--- config.mk ---
export PLATFORM = sky130hd
export DESIGN_NAME = serlink_tx
export DESIGN_NICKNAME = d
export VERILOG_FILES = /design/src/rtl/serlink_pkg.sv /design/src/rtl/serlink_edge_capture.sv /design/src/rtl/serlink_frame_ctrl.sv /design/src/rtl/serlink_lane_shift.sv /design/src/rtl/serlink_tx.sv
export SDC_FILE = /design/constraint.sdc
export NUM_CORES = 1
export LEC_CHECK = 0
export ABC_AREA = 1
export BUFFER_PORTS_ARGS = -buffer_cell sky130_fd_sc_hd__buf_2
export CAP_MARGIN = 0
export CORE_MARGIN = 3
export CORE_UTILIZATION = 31
export CTS_CLUSTER_DIAMETER = 40
export CTS_CLUSTER_SIZE = 8
export DETAILED_ROUTE_END_ITERATION = 10
export PLACE_DENSITY = 0.54
export SLEW_MARGIN = 20
export SYNTH_ARGS = -nofsm -noshare
export SYNTH_HDL_FRONTEND = slang
export SYNTH_SLANG_ARGS = --single-unit
--- constraint.sdc ---
create_clock -name bit_clk_i -period 2.6 [get_ports bit_clk_i]
set_input_delay 0.13 -clock bit_clk_i [delete_from_list [all_inputs] [get_ports bit_clk_i]]
set_output_delay 0.13 -clock bit_clk_i [all_outputs]
set_load 0.1 [all_outputs]
--- src/rtl/serlink_pkg.sv ---
`timescale 1ns/1ps
package serlink_pkg;
  localparam int unsigned LANES_DEF = 4;
  localparam int unsigned SER_DEF   = 7;
  // clock-lane shape, bit 0 sent first: 1,1,0,0,0,1,1
  localparam logic [SER_DEF-1:0] CLK_SHAPE_DEF = 7'b1100011;
endpackage

--- src/rtl/serlink_edge_capture.sv ---
`timescale 1ns/1ps
module serlink_edge_capture #(
  parameter int unsigned W = 28
) (
  input  logic         clk_i,
  input  logic         rst_ni,
  input  logic         pix_clk_i,
  input  logic         edge_sel_i,
  input  logic [W-1:0] data_i,
  output logic [W-1:0] word_o,
  output logic         word_vld_o
);
  logic       pix_q1, pix_q2;
  logic [1:0] warm_q;
  logic       cap;

  // warm_q[1] marks that pix_q2 holds a real sample
  assign cap = warm_q[1] & (pix_q1 ^ pix_q2) & (pix_q1 ^ edge_sel_i);

  always_ff @(posedge clk_i or negedge rst_ni) begin
    if (!rst_ni) begin
      pix_q1     <= 1'b0;
      pix_q2     <= 1'b0;
      warm_q     <= '0;
      word_o     <= '0;
      word_vld_o <= 1'b0;
    end else begin
      pix_q1 <= pix_clk_i;
      pix_q2 <= pix_q1;
      warm_q <= {warm_q[0], 1'b1};
      if (cap) begin
        word_o     <= data_i;
        word_vld_o <= 1'b1;
      end
    end
  end

  p_cap_spacing_r2: assert property (@(posedge clk_i) disable iff (!rst_ni)
    cap |=> !cap);
  p_word_hold_r1: assert property (@(posedge clk_i) disable iff (!rst_ni)
    !cap |=> $stable(word_o));
endmodule

--- src/rtl/serlink_frame_ctrl.sv ---
`timescale 1ns/1ps
module serlink_frame_ctrl #(
  parameter int unsigned SER = 7
) (
  input  logic clk_i,
  input  logic rst_ni,
  input  logic word_vld_i,
  output logic load_o,
  output logic oe_o
);
  localparam int unsigned CNT_W = (SER > 1) ? $clog2(SER) : 1;
  localparam logic [CNT_W-1:0] LAST = CNT_W'(SER - 1);

  logic [CNT_W-1:0] cnt_q;

  assign load_o = (cnt_q == LAST) & word_vld_i;

  always_ff @(posedge clk_i or negedge rst_ni) begin
    if (!rst_ni) begin
      cnt_q <= '0;
      oe_o  <= 1'b0;
    end else begin
      cnt_q <= (cnt_q == LAST) ? '0 : cnt_q + 1'b1;
      if (load_o) oe_o <= 1'b1;
    end
  end

  p_load_spacing_r4: assert property (@(posedge clk_i) disable iff (!rst_ni)
    load_o |=> !load_o);
  p_oe_hold_r8: assert property (@(posedge clk_i) disable iff (!rst_ni)
    oe_o |=> oe_o);
  p_oe_after_load_r7: assert property (@(posedge clk_i) disable iff (!rst_ni)
    $rose(oe_o) |-> $past(load_o));
endmodule

--- src/rtl/serlink_lane_shift.sv ---
`timescale 1ns/1ps
module serlink_lane_shift #(
  parameter int unsigned SER = 7
) (
  input  logic           clk_i,
  input  logic           rst_ni,
  input  logic           load_i,
  input  logic [SER-1:0] par_i,
  output logic           ser_o
);
  logic [SER-1:0] sh_q;

  always_ff @(posedge clk_i or negedge rst_ni) begin
    if (!rst_ni)     sh_q <= '0;
    else if (load_i) sh_q <= par_i;
    else             sh_q <= sh_q >> 1;
  end

  assign ser_o = sh_q[0];

  p_first_bit_r3: assert property (@(posedge clk_i) disable iff (!rst_ni)
    load_i |=> ser_o == $past(par_i[0]));
endmodule

--- src/rtl/serlink_tx.sv ---
`timescale 1ns/1ps
module serlink_tx
  import serlink_pkg::*;
#(
  parameter int unsigned             LANES     = LANES_DEF,
  parameter int unsigned             SER       = SER_DEF,
  parameter logic [SER_DEF-1:0]      CLK_SHAPE = CLK_SHAPE_DEF,
  localparam int unsigned            W         = LANES * SER
) (
  input  logic           rst_ni,
  input  logic           bit_clk_i,
  input  logic           pix_clk_i,
  input  logic           edge_sel_i,
  input  logic [W-1:0]   data_i,
  output logic [LANES-1:0] lane_o,
  output logic           clk_lane_o,
  output logic [LANES:0] lane_oe_o
);
  logic [W-1:0] word;
  logic         word_vld;
  logic         load;
  logic         oe;

  serlink_edge_capture #(.W(W)) u_cap (
    .clk_i      (bit_clk_i),
    .rst_ni     (rst_ni),
    .pix_clk_i  (pix_clk_i),
    .edge_sel_i (edge_sel_i),
    .data_i     (data_i),
    .word_o     (word),
    .word_vld_o (word_vld)
  );

  serlink_frame_ctrl #(.SER(SER)) u_frame (
    .clk_i      (bit_clk_i),
    .rst_ni     (rst_ni),
    .word_vld_i (word_vld),
    .load_o     (load),
    .oe_o       (oe)
  );

  for (genvar k = 0; k < LANES; k++) begin : g_lane
    serlink_lane_shift #(.SER(SER)) u_lane (
      .clk_i  (bit_clk_i),
      .rst_ni (rst_ni),
      .load_i (load),
      .par_i  (word[k*SER +: SER]),
      .ser_o  (lane_o[k])
    );
  end

  serlink_lane_shift #(.SER(SER)) u_clk_lane (
    .clk_i  (bit_clk_i),
    .rst_ni (rst_ni),
    .load_i (load),
    .par_i  (CLK_SHAPE[SER-1:0]),
    .ser_o  (clk_lane_o)
  );

  assign lane_oe_o = {(LANES + 1){oe}};

  p_quiet_off_r7: assert property (@(posedge bit_clk_i) disable iff (!rst_ni)
    !oe |-> (lane_o == '0 && !clk_lane_o));
  p_shut_r6: assert property (@(negedge bit_clk_i)
    !rst_ni |-> (lane_oe_o == '0 && lane_o == '0 && !clk_lane_o));
endmodule

## Word level (Yosys, flattened, before mapping)

Index checks and enable logic that the tools add are counted.
Widths: inputs -> output; s select.

| storage, ports and cells | value |
|---|---|
| bits in registers | 72 |
| bits in read-only memories | 0 |
| bits in latches | 0 |
| input bits | 32 |
| word-level logic and storage cells | 25 |
| RAM bits | 0 |
| memories kept | 0 |

| cells by class | value |
|---|---|
| multiplexer cells | 6 |
| multiply operators | 0 |
| divide/modulo/power cells | 0 |
| equality and inequality tests | 1 |
| add/subtract/negate cells | 1 |
| magnitude comparators | 0 |
| reduce and logical (&&, ||, !) cells | 0 |
| bitwise operators | 5 |
| shift-type cells | 0 |

Operators with widths:

| kind | count |
|---|---|
| $mux 7 | 5 |
| $add 3x1->3 const B | 1 |
| $and 1x1->1 | 3 |
| $eq 3x3->1 const B | 1 |
| $mux 3 | 1 |
| $xor 1x1->1 | 2 |

## Longest topological paths before layout

| depth | value |
|---|---|
| depth after elaboration | 3 |
| gate-level depth with buffers | 8 |
| mapped depth without buffers | 6 |

## By module

A second synthesis with hierarchy kept.

| second synthesis, totals | value |
|---|---|
| cells, all modules | 315 |
| area total of the unflattened synthesis | 2877.8 um^2 |

Modules (own cells, without submodules):

| module | cells each | area an instance (um^2) | times used | seq. area each (um^2) |
|---|---|---|---|---|
| serlink_edge_capture | 140 | 1363.8 | 1 | 825.8 |
| serlink_lane_shift | 29 | 259.0 | 5 | 175.2 |
| serlink_frame_ctrl | 23 | 173.9 | 1 | 100.1 |
| serlink_tx | 7 | 45.0 | 1 | 0.0 |

## Worst setup path before layout

No wires, ideal clock.

| path | value |
|---|---|
| path kind | reg2reg |
| from | register u_frame.cnt_q[0] |
| to | register g_lane[1].u_lane.sh_q[2] |
| clock period less this slack | 1.129 ns |
| arrival time | 1.012 ns |
| stages on the path, launching flop included | 6 |
| path buffers | 1 |
| path slack | 1.471 ns |
| required time | 2.484 ns |
| path through | dfrtp_1 nor3_4 inv_2 buf_2 nand2_1 nand2_1 |

| on the way | value |
|---|---|
| word-level cells in the longest chain between the ends | 3 |

RTL lines:

| item | line | source |
|---|---|---|
| from (decl) | serlink_frame_ctrl.sv:14 | `logic [CNT_W-1:0] cnt_q;` |
| from (signal assigned) | serlink_frame_ctrl.sv:23 | `cnt_q <= (cnt_q == LAST) ? '0 : cnt_q + 1'b1;` |
| $eq 3x3->1 | serlink_frame_ctrl.sv:16 | `assign load_o = (cnt_q == LAST) & word_vld_i;` |
| $and 1x1->1 | serlink_frame_ctrl.sv:16 |  |
| $mux 7 | serlink_lane_shift.sv:15 | `else if (load_i) sh_q <= par_i;` |
| to (signal assigned) | serlink_lane_shift.sv:15 |  |
| to (signal assigned) | serlink_lane_shift.sv:16 | `else sh_q <= sh_q >> 1;` |
| to (decl) | serlink_lane_shift.sv:11 | `logic [SER-1:0] sh_q;` |

Every way passes these cells.
A chain may end at the register's enable or synchronous reset.

## Worst setup path in the final report

| path | value |
|---|---|
| from | register u_cap.pix_q1 |
| to | register u_cap.word_o[25] |

| on the way | value |
|---|---|
| word-level cells in the longest chain between the ends | 3 |
| elaborated cells on any way between the ends | 4 |
| classes of those cells | bitwise (4) |

RTL lines:

| item | line | source |
|---|---|---|
| from (decl) | serlink_edge_capture.sv:13 | `logic pix_q1, pix_q2;` |
| from (signal assigned) | serlink_edge_capture.sv:28 | `pix_q1 <= pix_clk_i;` |
| $xor 1x1->1 | serlink_edge_capture.sv:18 | `assign cap = warm_q[1] & (pix_q1 ^ pix_q2) & (pix_q1 ^ edge_sel_i);` |
| $and 1x1->1 | serlink_edge_capture.sv:18 |  |
| $and 1x1->1 (*) | serlink_edge_capture.sv:18 |  |
| to (signal assigned) | serlink_edge_capture.sv:32 | `word_o <= data_i;` |
| to (decl) | serlink_edge_capture.sv:10 | `output logic [W-1:0] word_o,` |

Mark *: on every way between the ends. The rest lies on a longest branch, timed or not.

==> impl_metrics.ini <==
[sta]
holdWs_ps = 48.07
skew_ps = 4.055
fmax_mhz = 747.9
worst_pin_slew_ps = 906.7
finalCriticalPeriod_ps = 1337
fin_setup_tns_ps = 0
setup_viol_count_final = 0
fin_crit_sh_pct = 51.43
slew_violations = 0
timing.slew.headroom_pct = 39.55
hold_viol = 0
rsz0062_at_grt = false

[die]
core_area_um2 = 8464
start_util_pct = 32.86
num_rows = 33
ios = 42
dieHeight_um = 100.7
dieArea_um2 = 10140
die_w_um = 100.7

[routing]
ant_nets = 0
drt_iter0_markers = 93
firstDrtPassIters = 4
wl_um = 5397
wire_per_inst_um = 12.38
vias_per_cell = 4.486
drc = 0
vias = 1956

[yosys]
syn-num-nets = 325
post-synth-top-area-fraction_pct = 64.78
yosys.area.top_type = dfrtp_1
synth_common_cells = nand2_1 (135), dfrtp_1 (72), nand4_1 (28), buf_2 (15), inv_1 (13)
synth_cell_types = 15
synth_area_um2 = 2781
postSynthCellCount = 293
ys_seq_area_share_pct = 64.78
yosys_register_bits = 72
synth_most_common_cell = nand2_1
avgSynthCellArea_um2 = 9.493
ys_warn_count = 0
synth_top_flop_cell = dfrtp_1
synth_edf_count = 0
synthArstFlopShare_pct = 100.0
ys_top_cells_by_area = dfrtp_1 (65%), nand2_1 (18%), nand4_1 (6.3%), buf_2 (2.7%), buf_4 (2.4%)

[power]
powerDensity_nw_per_um2 = 775.1
internal-power_mw = 1.847
swShare_pct = 26.34
p_seq_share_pct = 52.8
switchingPower_mw = 0.6603
power_mw = 2.507
p_comb_share_pct = 12.1
ir_worst_vdd_mv = 0.3814
p_clk_share_pct = 35.1
p_leak_nw = 1.722

[clocking]
post_cts_buffers = 0
hold_buffers = 2
clk_pin_slew_ps = 70
cts_made_buffers = 9
clk_latency_ps = 330
cts_root_buf = clkbuf_8
cts-resized-gates = 0
htree_levels = 3
cts_tree = done
clock_path_buffers = 2
cts_sinks = 72

[global_route]
grt_max_degree = 73
antenna_found_initial = 0
grt_pass1_vias = 1936
grt_pass1_wl_um = 9349
overflow = 0
track_usage_pct = 11.84

[worst_setup_path]
required_ps = 2830
crit_buf_inv = 2
r2r_slack_ps = 1260
crit_arrival_ps = 1560
critPathKind = reg -> reg
path_cells = inv_1, nand2_1, nand2_1, nand3_1, buf_4, nand2_1, nand2_1
cp_slowest_cell = dfrtp_1
crit_path_frequent_cell = nand2_1
crit_path_start_kind = flip-flop
crit_family = simple AND/OR/NAND/NOR gates
max_stage_delay_ps = 390
cp-end-kind = flip-flop
cp_max_fo = 23

[cells_and_area]
diodes = 0
nNetsFinal = 358
area_growth_syn_to_layout_pct = 16.28
n_fill_cell = 863
finish.utilization_pct = 38.21
fin_cells = 436
drive_gt1_share_pct = 20.54

[flow_run]
max-cap-violations = 0

[placed_design]
dpl.hpwl_um = 3296
gp_congestion = 0.7029
dpl.cell_count = 418
io_buffer_count = 41

[hold_path]
hp-class = in -> reg

[status]
status = completed
==> metrics by stage <==
step | cell area, µm² | setup slack, ps
4_1_cts | 3234 | 1249
6_report | 3234 | 1263
3_5_place_dp | 3008 | 1263
2_1_floorplan | 2781 | 1471
3_3_place_gp | 3008 | 1304
5_1_grt | 3234 | 1112
==> logic make-up (layout without fill, tap and decap cells) <==
group | count (synthesis) | count (layout) | synth area share [%]
AND/OR/NAND/NOR | 177 | 177 | 27.26
flip-flops | 72 | 72 | 64.78
buffers and inverters | 40 | 78 | 7.287
AO/OA/AOI/OAI | 3 | 3 | 0.5397
other | 1 | 1 | 0.1348
==> worst register-to-register path, stage by stage (launching register included) <==
cell	delay [ps]
dfrtp_1	390
inv_1	60
nand2_1	40
nand2_1	70
nand3_1	210
buf_4	300
nand2_1	110
nand2_1	60
==> cell type report <==
type / instances / area [µm²] / share of cell area, %
clock buffers: 11 / 151.4 / 4.681
well taps: 105 / 131.4 / 4.062
flip-flops and latches: 72 / 1802 / 55.71
multi-input cells: 181 / 777.0 / 24.02
repair buffers: 48 / 265.3 / 8.201
inverters: 14 / 52.55 / 1.625
clock inverters: 5 / 55.05 / 1.702
==> cells in the final DEF, fill, tap and decap left out <==
cell           synthesis  routed
buf_2                 15      40
clkinv_2               0       2
clkbuf_8               0      11
nor2_1                 8       8
nand2_1              135     135
inv_1                 13      13
nand3_1                1       1
dfrtp_1               72      72
clkinvlp_4             0       2
bufinv_16              0       1
nor3_4                 1       1
buf_4                  9       6
inv_2                  1       1
o21ai_0                2       2
nand4_1               28      28
conb_1                 1       1
dlygate4sd3_1          0       2
or2_2                  4       4
a21oi_1                1       1
==> worst paths after layout <==
path,startpoint,to,depth (start not counted)
min reg2reg,u_cap.warm_q[0],u_cap.warm_q[1],0
max,u_cap.pix_q1,u_cap.word_o[25],7
min in group asynchronous,rst_ni,u_cap.word_o[25],2
min,data_i[22],u_cap.word_o[22],3
max reg2reg,u_cap.pix_q1,u_cap.word_o[25],7
max in group asynchronous,rst_ni,g_lane[2].u_lane.sh_q[5],2
==> state kept, by name, summed over array words and instances (netlist names) <==
| name | count |
|---|---|
| g_lane.u_lane.sh_q | 28 |
| u_cap.pix_q1 | 1 |
| u_cap.pix_q2 | 1 |
| u_cap.warm_q | 2 |
| u_cap.word_o | 28 |
| u_cap.word_vld_o | 1 |
| u_clk_lane.sh_q | 7 |
| u_frame.cnt_q | 3 |
| u_frame.oe_o | 1 |
==> layer usage <==
layer | share of wire (%) | global-route usage [%]
met5 | 0 | 0
met1 | 46 | 15.63
met4 | 1.3 | 3.420
met3 | 6.4 | 4.844
met2 | 46 | 17.92
==> power groups by stage <==
stage | registers, mW | clock network [mW] | logic (mW)
floorplan | 1.33 | 0 | 0.235
global placement | 1.34 | 0 | 0.298
detailed placement | 1.35 | 0 | 0.308
CTS | 1.32 | 0.923 | 0.311
global route | 1.34 | 0.971 | 0.350
finish | 1.32 | 0.880 | 0.303
Power figures use the tool's default switching activity.
